`config.mk`:
```
export PLATFORM = sky130hd
export DESIGN_NAME = gpio_bank_regs
export DESIGN_NICKNAME = d
export VERILOG_FILES = /design/src/rtl/gpio_bank_pkg.sv /design/src/rtl/gpio_bank_sync.sv /design/src/rtl/gpio_bank_cfg.sv /design/src/rtl/gpio_bank_regs.sv
export SDC_FILE = /design/constraint.sdc
export NUM_CORES = 1
export LEC_CHECK = 0
export BUFFER_PORTS_ARGS = -buffer_cell sky130_fd_sc_hd__buf_2
export CAP_MARGIN = 5
export CORE_ASPECT_RATIO = 1.5
export CORE_MARGIN = 2
export CORE_UTILIZATION = 35
export DETAILED_ROUTE_END_ITERATION = 10
export HOLD_SLACK_MARGIN = 0.12
export PLACE_DENSITY = 0.62
export SYNTH_ARGS = -nofsm -noshare
export SYNTH_HDL_FRONTEND = slang
export SYNTH_SLANG_ARGS = --single-unit
```
`constraint.sdc`:
```
create_clock -name clk_i -period 1.89 [get_ports clk_i]
set_input_delay 0.189 -clock clk_i [delete_from_list [all_inputs] [get_ports clk_i]]
set_output_delay 0.189 -clock clk_i [all_outputs]
set_load 0.005 [all_outputs]
```
`src/rtl/gpio_bank_pkg.sv`:
```
package gpio_bank_pkg;
  localparam logic [3:0] GRP_SEL = 4'h0;
  localparam logic [3:0] GRP_DIR = 4'h1;
  localparam logic [3:0] GRP_OUT = 4'h2;
  localparam logic [3:0] GRP_PD  = 4'h3;
  localparam logic [3:0] GRP_IN  = 4'h4;
  localparam logic [7:0] ADDR_VIN  = 8'h47;
  localparam logic [7:0] ADDR_PULL = 8'h48;
  localparam logic [7:0] ADDR_ALT  = 8'h50;
  localparam logic [1:0] PULL_DOWN = 2'd0;
  localparam logic [1:0] PULL_UP   = 2'd3;
endpackage

```
`src/rtl/gpio_bank_sync.sv`:
```
module gpio_bank_sync #(
  parameter int WIDTH = 56
) (
  input  logic             clk_i,
  input  logic             rst_ni,
  input  logic [WIDTH-1:0] d_i,
  output logic [WIDTH-1:0] q_o
);
  logic [WIDTH-1:0] meta_q, sync_q;

  always_ff @(posedge clk_i or negedge rst_ni) begin
    if (!rst_ni) begin
      meta_q <= '0;
      sync_q <= '0;
    end else begin
      meta_q <= d_i;
      sync_q <= meta_q;
    end
  end

  assign q_o = sync_q;
endmodule

```
`src/rtl/gpio_bank_cfg.sv`:
```
module gpio_bank_cfg
  import gpio_bank_pkg::*;
#(
  parameter int NUM_BANKS = 7,
  parameter int PU_COUNT  = 4,
  localparam int BW = (NUM_BANKS > 1) ? $clog2(NUM_BANKS) : 1,
  localparam int PW = 2 * PU_COUNT
) (
  input  logic                      clk_i,
  input  logic                      rst_ni,
  input  logic                      we_i,
  input  logic [7:0]                addr_i,
  input  logic [7:0]                wdata_i,
  output logic [NUM_BANKS-1:0][7:0] sel_o,
  output logic [NUM_BANKS-1:0][7:0] dir_o,
  output logic [NUM_BANKS-1:0][7:0] out_o,
  output logic [NUM_BANKS-1:0][7:0] pd_o,
  output logic [PW-1:0]             pull_o,
  output logic [1:0]                vin_o,
  output logic [7:0]                alt_o
);
  localparam logic [3:0] NB4 = 4'(NUM_BANKS);

  logic [NUM_BANKS-1:0][7:0] sel_q, dir_q, out_q, pd_q;
  logic [PW-1:0] pull_q;
  logic [1:0]    vin_q;
  logic [7:0]    alt_q;

  logic [3:0]    grp;
  logic [3:0]    idx;
  logic          bank_hit;
  logic [BW-1:0] bidx;

  assign grp      = addr_i[7:4];
  assign idx      = addr_i[3:0];
  assign bank_hit = idx < NB4;
  assign bidx     = idx[BW-1:0];

  always_ff @(posedge clk_i or negedge rst_ni) begin
    if (!rst_ni) begin
      sel_q  <= '0;
      dir_q  <= '0;
      out_q  <= '0;
      pd_q   <= '0;
      pull_q <= {PU_COUNT{2'b01}};
      vin_q  <= '0;
      alt_q  <= '0;
    end else if (we_i) begin
      if (bank_hit) begin
        unique case (grp)
          GRP_SEL: sel_q[bidx] <= wdata_i;
          GRP_DIR: dir_q[bidx] <= wdata_i;
          GRP_OUT: out_q[bidx] <= wdata_i;
          GRP_PD:  pd_q[bidx]  <= wdata_i;
          default: ;
        endcase
      end
      if (addr_i == ADDR_VIN)  vin_q  <= wdata_i[1:0];
      if (addr_i == ADDR_PULL) pull_q <= wdata_i[PW-1:0];
      if (addr_i == ADDR_ALT)  alt_q  <= wdata_i;
    end
  end

  assign sel_o  = sel_q;
  assign dir_o  = dir_q;
  assign out_o  = out_q;
  assign pd_o   = pd_q;
  assign pull_o = pull_q;
  assign vin_o  = vin_q;
  assign alt_o  = alt_q;

  p_dir_write_r3: assert property (@(posedge clk_i) disable iff (!rst_ni)
    (we_i && grp == GRP_DIR && bank_hit) |=> dir_q[$past(bidx)] == $past(wdata_i));

  p_input_write_ignored_r5: assert property (@(posedge clk_i) disable iff (!rst_ni)
    (we_i && grp == GRP_IN && bank_hit) |=>
      ($stable(sel_q) && $stable(dir_q) && $stable(out_q) && $stable(pd_q) &&
       $stable(pull_q) && $stable(vin_q) && $stable(alt_q)));

  p_vin_write_r9: assert property (@(posedge clk_i) disable iff (!rst_ni)
    (we_i && addr_i == ADDR_VIN) |=> vin_q == $past(wdata_i[1:0]));
endmodule

```
`src/rtl/gpio_bank_regs.sv`:
```
module gpio_bank_regs
  import gpio_bank_pkg::*;
#(
  parameter int NUM_PINS = 56,
  parameter int PU_FIRST = 51,
  parameter int PU_COUNT = 4,
  localparam int NUM_BANKS = (NUM_PINS + 7) / 8,
  localparam int BW = (NUM_BANKS > 1) ? $clog2(NUM_BANKS) : 1,
  localparam int PW = 2 * PU_COUNT
) (
  input  logic                clk_i,
  input  logic                rst_ni,
  input  logic [7:0]          addr_i,
  input  logic [7:0]          wdata_i,
  input  logic                we_i,
  input  logic                re_i,
  output logic [7:0]          rdata_o,
  input  logic [NUM_PINS-1:0] pad_in_i,
  output logic [NUM_PINS-1:0] pad_oe_o,
  output logic [NUM_PINS-1:0] pad_out_o,
  output logic [NUM_PINS-1:0] pad_pd_o,
  output logic [NUM_PINS-1:0] pad_pu_o,
  output logic [NUM_PINS-1:0] func_sel_o,
  output logic [7:0]          alt_func_o,
  output logic [1:0]          vin_sel_o
);
  localparam logic [3:0] NB4 = 4'(NUM_BANKS);
  localparam int FLAT = NUM_BANKS * 8;

  logic [NUM_BANKS-1:0][7:0] sel_b, dir_b, out_b, pd_b, in_b;
  logic [FLAT-1:0] sel_f, dir_f, out_f, pd_f, in_f;
  logic [NUM_PINS-1:0] in_sync;
  logic [PW-1:0] pull_f;
  logic [1:0]    vin_f;
  logic [7:0]    alt_f;

  gpio_bank_cfg #(.NUM_BANKS(NUM_BANKS), .PU_COUNT(PU_COUNT)) u_cfg (
    .clk_i, .rst_ni, .we_i, .addr_i, .wdata_i,
    .sel_o(sel_b), .dir_o(dir_b), .out_o(out_b), .pd_o(pd_b),
    .pull_o(pull_f), .vin_o(vin_f), .alt_o(alt_f)
  );

  gpio_bank_sync #(.WIDTH(NUM_PINS)) u_sync (
    .clk_i, .rst_ni, .d_i(pad_in_i), .q_o(in_sync)
  );

  assign sel_f = sel_b;
  assign dir_f = dir_b;
  assign out_f = out_b;
  assign pd_f  = pd_b;
  assign in_f  = FLAT'(in_sync);
  assign in_b  = in_f;

  assign pad_oe_o   = dir_f[NUM_PINS-1:0];
  assign pad_out_o  = out_f[NUM_PINS-1:0];
  assign func_sel_o = sel_f[NUM_PINS-1:0];
  assign alt_func_o = alt_f;
  assign vin_sel_o  = vin_f;

  // pins in the 2-bit field range ignore their pull-down bit
  for (genvar p = 0; p < NUM_PINS; p++) begin : g_pull
    if ((p + 1 >= PU_FIRST) && (p + 1 < PU_FIRST + PU_COUNT)) begin : g_field
      localparam int K = p + 1 - PU_FIRST;
      assign pad_pd_o[p] = pull_f[2*K +: 2] == PULL_DOWN;
      assign pad_pu_o[p] = pull_f[2*K +: 2] == PULL_UP;
    end else begin : g_bit
      assign pad_pd_o[p] = pd_f[p];
      assign pad_pu_o[p] = 1'b0;
    end
  end

  logic [3:0]    grp, idx;
  logic          bank_hit;
  logic [BW-1:0] bidx;
  logic [7:0]    rd_d;

  assign grp      = addr_i[7:4];
  assign idx      = addr_i[3:0];
  assign bank_hit = idx < NB4;
  assign bidx     = idx[BW-1:0];

  always_comb begin
    rd_d = 8'h00;
    if (bank_hit) begin
      unique case (grp)
        GRP_SEL: rd_d = sel_b[bidx];
        GRP_DIR: rd_d = dir_b[bidx];
        GRP_OUT: rd_d = out_b[bidx];
        GRP_PD:  rd_d = pd_b[bidx];
        GRP_IN:  rd_d = in_b[bidx];
        default: rd_d = 8'h00;
      endcase
    end
    if (addr_i == ADDR_VIN)  rd_d = {6'b0, vin_f};
    if (addr_i == ADDR_PULL) rd_d = 8'(pull_f);
    if (addr_i == ADDR_ALT)  rd_d = alt_f;
  end

  always_ff @(posedge clk_i or negedge rst_ni) begin
    if (!rst_ni)   rdata_o <= 8'h00;
    else if (re_i) rdata_o <= rd_d;
  end

  logic mapped;
  assign mapped = (grp <= GRP_IN && bank_hit) || addr_i == ADDR_VIN ||
                  addr_i == ADDR_PULL || addr_i == ADDR_ALT;

  p_unmapped_read_zero_r11: assert property (@(posedge clk_i) disable iff (!rst_ni)
    (re_i && !mapped) |=> rdata_o == 8'h00);

  p_vin_upper_zero_r9: assert property (@(posedge clk_i) disable iff (!rst_ni)
    (re_i && addr_i == ADDR_VIN) |=> rdata_o[7:2] == 6'b0);

  p_pull_exclusive_r6: assert property (@(posedge clk_i) disable iff (!rst_ni)
    (pad_pd_o & pad_pu_o) == '0);

  p_pu_range_only_r7: assert property (@(posedge clk_i) disable iff (!rst_ni)
    $countones(pad_pu_o) <= PU_COUNT);
endmodule

```
==> impl_metrics.csv <==
group,metric,value,unit
timing,max_freq,0.543,GHz
floorplanning,start_util,35.5,%
worst_setup_path,path_cells,"mux2_4 -> a22oi_1 -> nor2_1 -> a311o_1 -> a221o_1 -> o22a_1",
worst_setup_path,critPathSlowestCell,"dfrtp_1",
outcome,status,"complete, no violations",
worst_setup_path,cp.required,2.32,ns
synthesis,yosysTopAreaCell,"dfrtp_1",
clocking,cts_buffers,35,
worst_setup_path,cp-end-kind,"flip-flop",
routing,via_count,11700,
layout,diodes,0,
worst_setup_path,max_stage_delay,0.40,ns
clocking,cts_tree,"built",
timing,rsz0062_at_grt,"yes",
worst_setup_path,cp-start-kind,"flip-flop",
clocking,htree_levels,2,
timing,fin_crit,1.84,ns
routing,dr.pass1.iters,8,
synthesis,ys_types,62,
placed_design,place_congestion,0.911,
synthesis,synth_seq_cells,362,
timing,final_hold_viol_count,0,
power,power,17700,µW
worst_setup_path,worstSetupPathType,"flip-flop to flip-flop",
layout,final_common_cell,"dfrtp_1",
placed_design,portBuffers,321,
synthesis,netlist_area,15900,µm²
layout,final_cell_mix,"358 x dfrtp_1, 319 x buf_2, 287 x mux2_2",
timing,tightest_slew,0.773,ns
timing,timing.hold.ws,0.170,ns
worst_setup_path,crit_arrival,2.27,ns
routing,routed_wl,57.4,mm
layout,fillers,4070,
clocking,clock_path_buffers,3,
layout,syn_to_final_growth,30.7,%
timing,finalMaxSlewViolations,0,
power,leakagePower,0.0106,µW
synthesis,synth_edf_count,0,
worst_hold_path,hold_path_class,"input pin to asynchronous set/reset pin",
floorplanning,dieArea,47200,µm²
floorplanning,io_pins,374,
layout,multiInputGateArea,5930,µm²
worst_setup_path,critPathBufInv,0,
run,maxCapViolCount,0,
layout,nets,1717,
clocking,clk-insertion-delay-late,0.54,ns
worst_setup_path,startpoint,"u_cfg.pd_o[39]",
routing,drc_errors,0,
synthesis,netlist.area_leader.share,56.3,%
clocking,clkSinkCount,362,
worst_setup_path,cp_max_fo,3,
timing,max_slew_margin,48.5,%
timing,clock_skew,0.0200,ns
power,powerDensity,849,nW/µm²
floorplanning,std_cell_rows,95,
power,irDropWorstVdd,0.698,mV
floorplanning,die_y,265,µm
timing,min_period_over_period,97.4,%
global_route,grt_util_all_layers,24.2,%
synthesis,ys.warnings.count,0,
synthesis,ys_seq_area_share,56.9,%
global_route,gr-total-overflow,0,
synthesis,synth_ff_type,"dfrtp_1",
synthesis,async_flop_share,100,%
timing,finalSetupViolCount,0,
synthesis,yosys-top-cells-area,"dfrtp_1 56%, mux2_2 20%, buf_4 5.3%",
global_route,grt_pass1_wl,82.8,mm
routing,ant_nets,0,
global_route,first_global_vias,12300,
layout,regArea,9060,µm²
worst_setup_path,cp_top_family,"compound AO/OA/AOI/OAI gates",
floorplanning,coreArea,44800,µm²
placed_design,hpwlAfterDp,43.8,mm
worst_setup_path,rr_startpoint,"u_cfg.pd_o[39]",
global_route,grt_start_max_net_pins,66,
floorplanning,die-width,178,µm
clocking,cts_root_buf,"clkbuf_16",
synthesis,syn_inst,1174,
clocking,clkTransAtPathRegs,0.07,ns
routing,wire_per_inst,25.5,µm
routing,viasPerCell,5.19,
layout,layout-drive-gt1-share,53.2,%
routing,drtIter0Drc,756,
global_route,antenna_found_initial,1,
synthesis,post_synth.cell_area_avg,13.6,µm²
[stage by stage]
step / instance area, µm² / setup TNS, ns / worst slack [ns] / cells / utilization (%)
after global placement: 19000 / -27.83 / -0.305 / 2127 / 42.3
after CTS: 20800 / 0 / 0.0386 / 2248 / 46.4
after floorplan: 16100 / 0 / 0.190 / 1225 / -
after detailed placement: 19000 / -31.18 / -0.301 / 2127 / 42.3
after global routing: 20800 / -0.00618 / -0.00618 / 2250 / 46.4
final: 20800 / 0 / 0.0496 / 2250 / 46.4
[power by group]
part / leakage [µW] / switching (µW) / internal [µW] / total (µW)
sequential: 0.00474 / 292 / 8110 / 8400
clock: 0.000595 / 3060 / 4360 / 7420
combinational: 0.00530 / 975 / 868 / 1840
total: 0.0106 / 4320 / 13300 / 17700
[flip-flops by register name (all words and copies together), names as in the netlist]
register and flops:
u_cfg.dir_o 56, u_cfg.out_o 56, u_cfg.pd_o 56, u_cfg.sel_o 56
u_sync.meta_q 56, u_sync.q_o 56, rdata_o 8, u_cfg.alt_o 8
u_cfg.pull_o 8, u_cfg.vin_o 2
[worst register-to-register path: cells and delay by family, from the launching register on]
family | cells | cell delay [ns]
AO/OA/AOI/OAI | 4 | 1.01
flip-flops | 1 | 0.40
multiplexers | 1 | 0.29
AND/OR/NAND/NOR | 1 | 0.06
[what timing repair did]
item,in CTS,in global routing
endpoints found under the setup margin,2,3
setup buffers,0,2
hold buffers,58,0
pin swaps,2,5
endpoints found under the hold margin,417,0
resized for setup,2,4
[logic make-up (layout without fill, tap and decap cells)]
kind of cell	count (synthesis)	count (layout)	synth area share [%]
flip-flops	362	362	56.9
multiplexers	319	319	23.5
buffers and inverters	177	620	7.25
AND/OR/NAND/NOR	171	171	5.46
AO/OA/AOI/OAI	144	144	6.81
other	1	52	0.0236
[per-layer routing]
metal	vias to the layer above	GRT usage [%]	wire, µm
met1	6010	28.0	21300
met5	-	0	0
met4	0	12.1	3010
li1	5026	-	-
met2	523	42.7	29700
met3	126	3.96	3340
[path summary, 6_finish.rpt]
path / endpoint / depth (start not counted) / slack [ns]
hold reg to reg: u_sync.q_o[49] / 0 / 0.34
hold / removal: u_cfg.sel_o[0] / 2 / 0.17
min in group clk_i: u_cfg.alt_o[2] / 4 / 0.19
max in group asynchronous: u_sync.meta_q[44] / 3 / 0.99
setup reg to reg: rdata_o[7] / 6 / 0.05
setup / recovery: rdata_o[7] / 6 / 0.05
[synth_stat cells, types with 4 or more instances]
cell type / n
nand2b_1: 8
nand3_1: 6
nor3_1: 13
mux2i_1: 16
dfrtp_1: 358
o21ai_0: 15
buf_2: 19
dfstp_2: 4
buf_4: 112
inv_1: 4
clkbuf_1: 35
buf_6: 6
mux2_2: 287
and2_1: 5
a221oi_1: 30
a221o_1: 6
a22oi_1: 27
a31oi_1: 5
a2bb2oi_1: 4
nand2_1: 45
mux4_2: 15
a21oi_1: 19
nor2b_1: 6
nor2_1: 49
nor4_1: 4
o22ai_1: 6
nor2_2: 13
[cell type report]
type / instances / area share, %
Multi-Input combinational cell: 686 / 28.5
Clock buffer: 52 / 5.10
Clock inverter: 12 / 0.812
Tap cell: 582 / 3.50
Timing Repair Buffer: 552 / 18.5
Inverter: 4 / 0.0721
Sequential cell: 362 / 43.5
Power figures use the tool's default switching activity.
